$ cat config.mk
export PLATFORM = sky130hd
export DESIGN_NAME = trap_eval
export DESIGN_NICKNAME = d
export VERILOG_FILES = /design/src/rtl/trap_eval_pkg.sv /design/src/rtl/trap_cmp_lane.sv /design/src/rtl/trap_width_sel.sv /design/src/rtl/trap_cond_match.sv /design/src/rtl/trap_eval.sv
export SDC_FILE = /design/constraint.sdc
export NUM_CORES = 1
export LEC_CHECK = 0
export BUFFER_PORTS_ARGS = -buffer_cell sky130_fd_sc_hd__buf_2
export CORE_ASPECT_RATIO = 1.5
export CORE_MARGIN = 2
export CORE_UTILIZATION = 41
export DETAILED_ROUTE_END_ITERATION = 7
export PLACE_DENSITY = 0.9
export REMOVE_ABC_BUFFERS = 1
export SLEW_MARGIN = 20
export SYNTH_ARGS = -nofsm -noshare
export SYNTH_HDL_FRONTEND = slang
export SYNTH_SLANG_ARGS = --single-unit
$ cat constraint.sdc
create_clock -name clk -period 2.49 [get_ports clk]
set_input_delay 0 -clock clk [delete_from_list [all_inputs] [get_ports clk]]
set_output_delay 0 -clock clk [all_outputs]
set_load 0.01 [all_outputs]
$ cat src/rtl/trap_eval_pkg.sv
package trap_eval_pkg;

   // Bit positions inside the condition field; the order sets the trap encoding.
   localparam int COND_W   = 5;
   localparam int C_SLT    = 4;
   localparam int C_SGT    = 3;
   localparam int C_EQ     = 2;
   localparam int C_ULT    = 1;
   localparam int C_UGT    = 0;

   // Field order mirrors the condition bit positions (first field = MSB).
   typedef struct packed {
      logic slt;
      logic sgt;
      logic eq;
      logic ult;
      logic ugt;
   } cmp_flags_t;

endpackage

$ cat src/rtl/trap_cmp_lane.sv
module trap_cmp_lane
   import trap_eval_pkg::*;
#(
   parameter int W = 32
) (
   input  logic [W-1:0] a,
   input  logic [W-1:0] b,
   output cmp_flags_t   flags
);

   localparam int MSB = W - 1;

   if (W < 2) begin : g_bad_w
      $error("trap_cmp_lane: W must be at least 2");
   end

   logic eq_w;
   logic ult_w;
   logic slt_w;
   logic sign_diff;

   always_comb begin
      eq_w      = (a == b);
      ult_w     = (a < b);
      sign_diff = a[MSB] ^ b[MSB];
      // Different signs: the negative one is smaller; same sign: unsigned order holds.
      slt_w     = sign_diff ? a[MSB] : ult_w;

      flags.eq  = eq_w;
      flags.ult = ult_w;
      flags.ugt = ~ult_w & ~eq_w;
      flags.slt = slt_w;
      flags.sgt = ~slt_w & ~eq_w;
   end

endmodule

$ cat src/rtl/trap_width_sel.sv
module trap_width_sel
   import trap_eval_pkg::*;
#(
   parameter int XLEN      = 64,
   parameter int WORD_W    = 32,
   parameter bit HAS_DWORD = 1'b1
) (
   input  logic [XLEN-1:0] op_a,
   input  logic [XLEN-1:0] op_b,
   input  logic            dword_sel,
   output cmp_flags_t      flags
);

   if (WORD_W > XLEN) begin : g_bad_word
      $error("trap_width_sel: WORD_W exceeds XLEN");
   end

   cmp_flags_t word_flags;

   trap_cmp_lane #(.W(WORD_W)) u_word_lane (
      .a     (op_a[WORD_W-1:0]),
      .b     (op_b[WORD_W-1:0]),
      .flags (word_flags)
   );

   if (HAS_DWORD) begin : g_dword
      cmp_flags_t full_flags;

      trap_cmp_lane #(.W(XLEN)) u_full_lane (
         .a     (op_a),
         .b     (op_b),
         .flags (full_flags)
      );

      always_comb flags = dword_sel ? full_flags : word_flags;
   end else begin : g_word_only
      always_comb flags = word_flags;
   end

endmodule

$ cat src/rtl/trap_cond_match.sv
module trap_cond_match
   import trap_eval_pkg::*;
(
   input  cmp_flags_t        flags,
   input  logic [COND_W-1:0] cond,
   output logic              hit
);

   logic [COND_W-1:0] hits;

   for (genvar i = 0; i < COND_W; i++) begin : g_bit
      assign hits[i] = cond[i] & flags[i];
   end

   assign hit = |hits;

endmodule

$ cat src/rtl/trap_eval.sv
module trap_eval
   import trap_eval_pkg::*;
#(
   parameter int              XLEN      = 64,
   parameter int              WORD_W    = 32,
   parameter bit              HAS_DWORD = 1'b1,
   parameter int              CAUSE_W   = 8,
   parameter logic [CAUSE_W-1:0] TRAP_CODE = 8'h41
) (
   input  logic               clk,
   input  logic               rst_n,
   input  logic               insn_vld,
   input  logic               dword_sel,
   input  logic [XLEN-1:0]    op_a,
   input  logic [XLEN-1:0]    op_b,
   input  logic [COND_W-1:0]  cond,
   output logic               trap_req,
   output logic [CAUSE_W-1:0] trap_cause
);

   localparam logic [COND_W-1:0] COND_ALL = '1;

   if (TRAP_CODE == '0) begin : g_bad_code
      $error("trap_eval: TRAP_CODE must be nonzero");
   end

   cmp_flags_t flags;
   logic       hit;
   logic       fire;

   trap_width_sel #(
      .XLEN      (XLEN),
      .WORD_W    (WORD_W),
      .HAS_DWORD (HAS_DWORD)
   ) u_width_sel (
      .op_a      (op_a),
      .op_b      (op_b),
      .dword_sel (dword_sel),
      .flags     (flags)
   );

   trap_cond_match u_match (
      .flags (flags),
      .cond  (cond),
      .hit   (hit)
   );

   assign fire = insn_vld & hit;

   always_ff @(posedge clk) begin
      if (!rst_n) begin
         trap_req   <= 1'b0;
         trap_cause <= '0;
      end else begin
         trap_req   <= fire;
         trap_cause <= fire ? TRAP_CODE : '0;
      end
   end

   // Signed ordering flags from the lanes are mutually exclusive and complete.
   p_order_excl_r6: assert property (@(posedge clk) disable iff (!rst_n)
      insn_vld |-> ($countones({flags.slt, flags.sgt, flags.eq}) == 1));

   p_order_uexcl_r6: assert property (@(posedge clk) disable iff (!rst_n)
      insn_vld |-> ($countones({flags.ult, flags.ugt, flags.eq}) == 1));

   p_idle_quiet_r9: assert property (@(posedge clk) disable iff (!rst_n)
      !insn_vld |=> !trap_req);

   p_zero_never_r10: assert property (@(posedge clk) disable iff (!rst_n)
      (insn_vld && cond == '0) |=> !trap_req);

   p_ones_always_r10: assert property (@(posedge clk) disable iff (!rst_n)
      (insn_vld && cond == COND_ALL) |=> trap_req);

   p_cause_match_r11: assert property (@(posedge clk) disable iff (!rst_n)
      trap_req |-> (trap_cause == TRAP_CODE));

   p_cause_clear_r11: assert property (@(posedge clk) disable iff (!rst_n)
      !trap_req |-> (trap_cause == '0));

endmodule

Word-level counts from Yosys, hierarchy flattened
Cells that the tools add are included.
- register bits: 9
- bits of input ports: 137
- output and inout port bits: 9
- word-level logic and storage cells: 29
- magnitude comparators: 2
- equal/unequal tests: 2
- multiplexer cells: 4
- bitwise operators: 18
- reductions and logical operators: 1
- operator list (cell ; number):
    $eq A64 B64 Y1 ; 1
    $lt A64 B64 Y1 ; 1
    $eq A32 B32 Y1 ; 1
    $lt A32 B32 Y1 ; 1
    $and A1 B1 Y1 ; 10
    $mux W7 ; 1
    $not A1 Y1 ; 6
    $mux W5 ; 1
    $reduce_or A5 Y1 ; 1
    $mux W1 ; 2
    $xor A1 B1 Y1 ; 2

Depth between registers and ports, before layout
- depth after elaboration: 9
- depth in mapped cells: 10
- mapped depth without buffers: 10

Cells and area by module
From an unflattened synthesis, not the netlist that was laid out.
- cell total of the unflattened synthesis: 383
- area total of the unflattened synthesis: 2875.3 sq um
- by module, submodules not included (module ; times used ; cells each ; area each (sq um) ; seq. area each (sq um)):
    trap_cmp_lane at u_width_sel.g_dword.u_full_lane ; 1 ; 242 ; 1810.5 ; 0.0
    trap_cmp_lane at u_width_sel.u_word_lane ; 1 ; 122 ; 897.1 ; 0.0
    trap_eval ; 1 ; 11 ; 90.1 ; 20.0
    trap_width_sel ; 1 ; 5 ; 56.3 ; 0.0
    trap_cond_match ; 1 ; 3 ; 21.3 ; 0.0

Worst setup path after synthesis
Ideal clock, no wire load.
- kind: input to register
- start: in op_b[63]
- end: reg trap_cause[0]
- library setup time: 0.074 ns
- arrival time: 1.925 ns
- data required time: 2.416 ns
- path slack: 0.491 ns
- stages: 10
- path buffers: 0
- cell sequence: inv_1 ha_1 and4_1 nand4_1 nor4_1 o31a_1 nor2_1 a31oi_1 mux2_1 a31oi_1
- longest elaborated chain between the ends: 9
- elaborated cells on any way between the ends: 18
- classes of those cells: order compare (1); eq/ne (1); mux (3); bitwise (12); reduce/logical (1)
- RTL lines (what ; line ; text):
    start: declaration ; trap_eval.sv:15 ; input logic [XLEN-1:0] op_b,
    $lt A64 B64 Y1 / $xor A1 B1 Y1 (equally long branches) ; trap_cmp_lane.sv:24, trap_cmp_lane.sv:25 ;
    $mux W1 ; trap_cmp_lane.sv:27 ; slt_w = sign_diff ? a[MSB] : ult_w;
    $not A1 Y1 ; trap_cmp_lane.sv:33 ; flags.sgt = ~slt_w & ~eq_w;
    $and A1 B1 Y1 ; trap_cmp_lane.sv:33 ;
    $mux W5 (*) ; trap_width_sel.sv:35 ; always_comb flags = dword_sel ? full_flags : word_flags;
    $and A1 B1 Y1 ; trap_cond_match.sv:12 ; assign hits[i] = cond[i] & flags[i];
    $reduce_or A5 Y1 (*) ; trap_cond_match.sv:15 ; assign hit = |hits;
    $and A1 B1 Y1 (*) ; trap_eval.sv:48 ; assign fire = insn_vld & hit;
    $mux W7 (*) ; trap_eval.sv:56 ; trap_cause <= fire ? TRAP_CODE : '0;
    end signal: assignment ; trap_eval.sv:56 ;
    end: declaration ; trap_eval.sv:18 ; output logic [CAUSE_W-1:0] trap_cause
Every way passes the cells marked *; elsewhere a longest branch is shown, timed or not.
A chain may end at the register's enable or synchronous reset.

Worst setup path after layout
- start: in op_b[14]
- end: reg trap_cause[0]
- longest elaborated chain between the ends: 9
- elaborated cells on any way between the ends: 25
- classes of those cells: order compare (2); eq/ne (2); mux (4); bitwise (16); reduce/logical (1)
- RTL lines (what ; line ; text):
    $lt A64 B64 Y1 / $lt A32 B32 Y1 (equally long branches) ; trap_cmp_lane.sv:24 ; ult_w = (a < b);
    $mux W1 ; trap_cmp_lane.sv:27 ;
    $not A1 Y1 ; trap_cmp_lane.sv:33 ;
    $and A1 B1 Y1 ; trap_cmp_lane.sv:33 ;
    $mux W5 (*) ; trap_width_sel.sv:35 ;
    $and A1 B1 Y1 ; trap_cond_match.sv:12 ;
    $reduce_or A5 Y1 (*) ; trap_cond_match.sv:15 ;
    $and A1 B1 Y1 (*) ; trap_eval.sv:48 ;
    $mux W7 (*) ; trap_eval.sv:56 ;
Marks and branches as above.

==> impl_metrics.py <==
metrics = {
    "route": {
        "wire_per_inst_um": 11.4,
        "drt_pre_antenna_iters": 4,
        "route.met3.wl_um": 406,
        "vias": 2278,
        "routed_wl_mm": 5.05,
        "wl_met1_mm": 1.65,
        "wl_met2_mm": 2.94,
        "drt-initial-drc-count": 49,
        "drcViolationCount": 0,
        "drtAntennaViolNets": 0,
        "dr.max_layer_used": "met4",
        "viasPerCell": 5.13,
    },
    "global_route": {
        "grt_pass1_vias": 2197,
        "gr-total-overflow": 0,
        "grtUsageTotal": 0.187,
        "grt_max_degree": 9,
        "grt_pass1_wl_mm": 7.86,
        "grt_antenna_before_repair": 0,
    },
    "clocking": {
        "post-cts-setup-buffers": 0,
        "cts.clk_slew.worst_paths_ns": 0,
        "postCtsHoldBufs": 0,
        "ctsResizeCount": 0,
    },
    "timing": {
        "fin_crit_ns": 2.21,
        "setup_tns_ns": 0,
        "hold_viol": 0,
        "maxClockFrequency_ghz": 0.453,
        "setup_viol": 0,
        "maxSlewViolCount": 0,
        "rsz0062_at_grt": "no",
        "fin_crit_sh": 0.887,
    },
    "synthesis": {
        "synth-seq-cells": 1,
        "synthTopCellsByArea": "ha_1 44%, inv_1 14%, a21oi_1 7.4%",
        "ys_seq_area_frac": 0.0109,
        "yosys.area.top_type_share": 0.437,
        "synthFlopType": "dfxtp_1",
        "postSynthCellCount": 261,
        "synth_area_per_cell_um2": 7.02,
        "synth_edf_count": 0,
        "synth_area_leader_cell": "ha_1",
        "ys_warn_count": 0,
        "ys_async_sr_fraction": 0,
        "netlist_area_mm2": 0.00183,
        "yosysUniqueCellTypes": 36,
    },
    "critical_path": {
        "crit_path_max_fanout": 4,
        "arrival_ns": 2.13,
        "endpoint_kind": "flop",
        "startpoint_type": "input pin",
        "critPathRequiredTime_ns": 2.42,
        "worstSetupPathType": "input pin to flop",
    },
    "finish": {
        "fin_util": 0.601,
        "drive_gt1_frac": 0.357,
        "diodes": 0,
        "reg_top3": "trap_cause (1)",
        "final_common_cell": "buf_2",
        "final_net_count": 601,
        "regMostFlops": "trap_cause",
        "layout_common_cells": "139 x buf_2, 67 x inv_1, 64 x ha_1",
        "largest_reg_flops": 1,
        "syn_to_final_growth_pct": 39.3,
    },
    "hold_path": {
        "hold_end": "trap_cause[0]",
        "hold_class": "input pin to flop",
        "hp-start": "insn_vld",
        "hold_path_depth": 3,
    },
    "placement": {
        "port_buffers": 139,
        "gp_congestion": 0.838,
        "dp_hpwl_mm": 4.83,
    },
    "pwr": {
        "p_leak_nw": 1.65,
        "vdd_drop_max_mv": 0.102,
        "p_per_area_mw_per_mm2": 150,
    },
    "floorplan": {
        "die_width_um": 58.6,
        "die_h_um": 85.9,
        "core_area_mm2": 0.00425,
        "ios": 146,
        "core.rowCount": 29,
        "start_util": 0.431,
        "fp.dieArea_mm2": 0.00503,
    },
    "outcome": {
        "status": "completed",
    },
    "flow_run": {
        "maxCapViolations": 0,
    },
}
==> Yosys cell counts (2+ instances only) <==
master / count
o21ai_0: 8
nand2_1: 18
o211ai_1: 2
nand4_1: 13
nor2_1: 6
a21o_1: 3
o21ai_1: 3
a221o_1: 3
inv_1: 67
a31oi_1: 2
nor3_1: 2
nor2b_1: 2
buf_4: 8
a221oi_1: 3
nor3b_1: 2
ha_1: 64
o31a_1: 2
nand3_1: 7
a21oi_1: 27
nor4_1: 3
==> routing by layer <==
metal	global-route usage	up-vias
met4	0.0207	0
met3	0.0196	6
li1	-	1175
met5	0	-
met2	0.423	94
met1	0.167	1003
==> per-stage QoR <==
step           hold WS [ns]  instances  cell area [µm²]  setup WS [ns]  total power (W)
6_report              0.255        444             2550          0.282         0.000384
5_1_grt               0.271        444             2550         0.0750         0.000439
4_1_cts               0.268        444             2550          0.241         0.000388
3_5_place_dp          0.268        444             2550          0.246         0.000386
3_3_place_gp          0.269        444             2550          0.256         0.000367
2_1_floorplan         0.116        258             1790          0.491         0.000221
==> power breakdown <==
| group | leakage, nW | switching [W] | internal, W |
|---|---|---|---|
| registers | 0.00827 | 0.000000884 | 0.0000177 |
| clock network | 0 | 0 | 0 |
| logic | 1.64 | 0.000175 | 0.000190 |
==> worst max-delay path by stage <==
| stage | startpoint | to | slack, ns | cells after the start |
|---|---|---|---|---|
| 3_3_place_gp | op_a[63] | trap_cause[0] | 0.26 | 11 |
| 4_1_cts | op_a[63] | trap_cause[0] | 0.24 | 11 |
| 5_1_grt | op_b[14] | trap_cause[0] | 0.08 | 11 |
| 6_report | op_b[14] | trap_cause[0] | 0.28 | 11 |
| 3_5_place_dp | op_a[63] | trap_cause[0] | 0.25 | 11 |
| 2_1_floorplan | op_b[63] | trap_cause[0] | 0.49 | 10 |
==> worst max-delay path, cell delays in order <==
cell and delay (ns):
buf_2 0.07, inv_1 0.03, ha_1 0.32, nand4_1 0.18, or3_1 0.38, a21oi_1 0.14, o31a_1 0.21, o2111ai_2 0.15
a31oi_1 0.22, mux2_1 0.33, a31oi_1 0.11
==> cells by family after synthesis <==
group,synth area share
AO/OA/AOI/OAI,0.197
adder cells (fa/ha/maj),0.437
buffers and inverters,0.170
flip-flops,0.0109
multiplexers,0.0116
other,0.00205
AND/OR/NAND/NOR,0.171
==> area by class of cell <==
class                      instances  area, µm²
multi-input combinational        190       1520
tap                               46       57.6
inverter                          67        251
sequential                         1       20.0
timing repair buffer             140        703
fill                             410       1690
No activity file was read; power rests on OpenSTA's default activity.
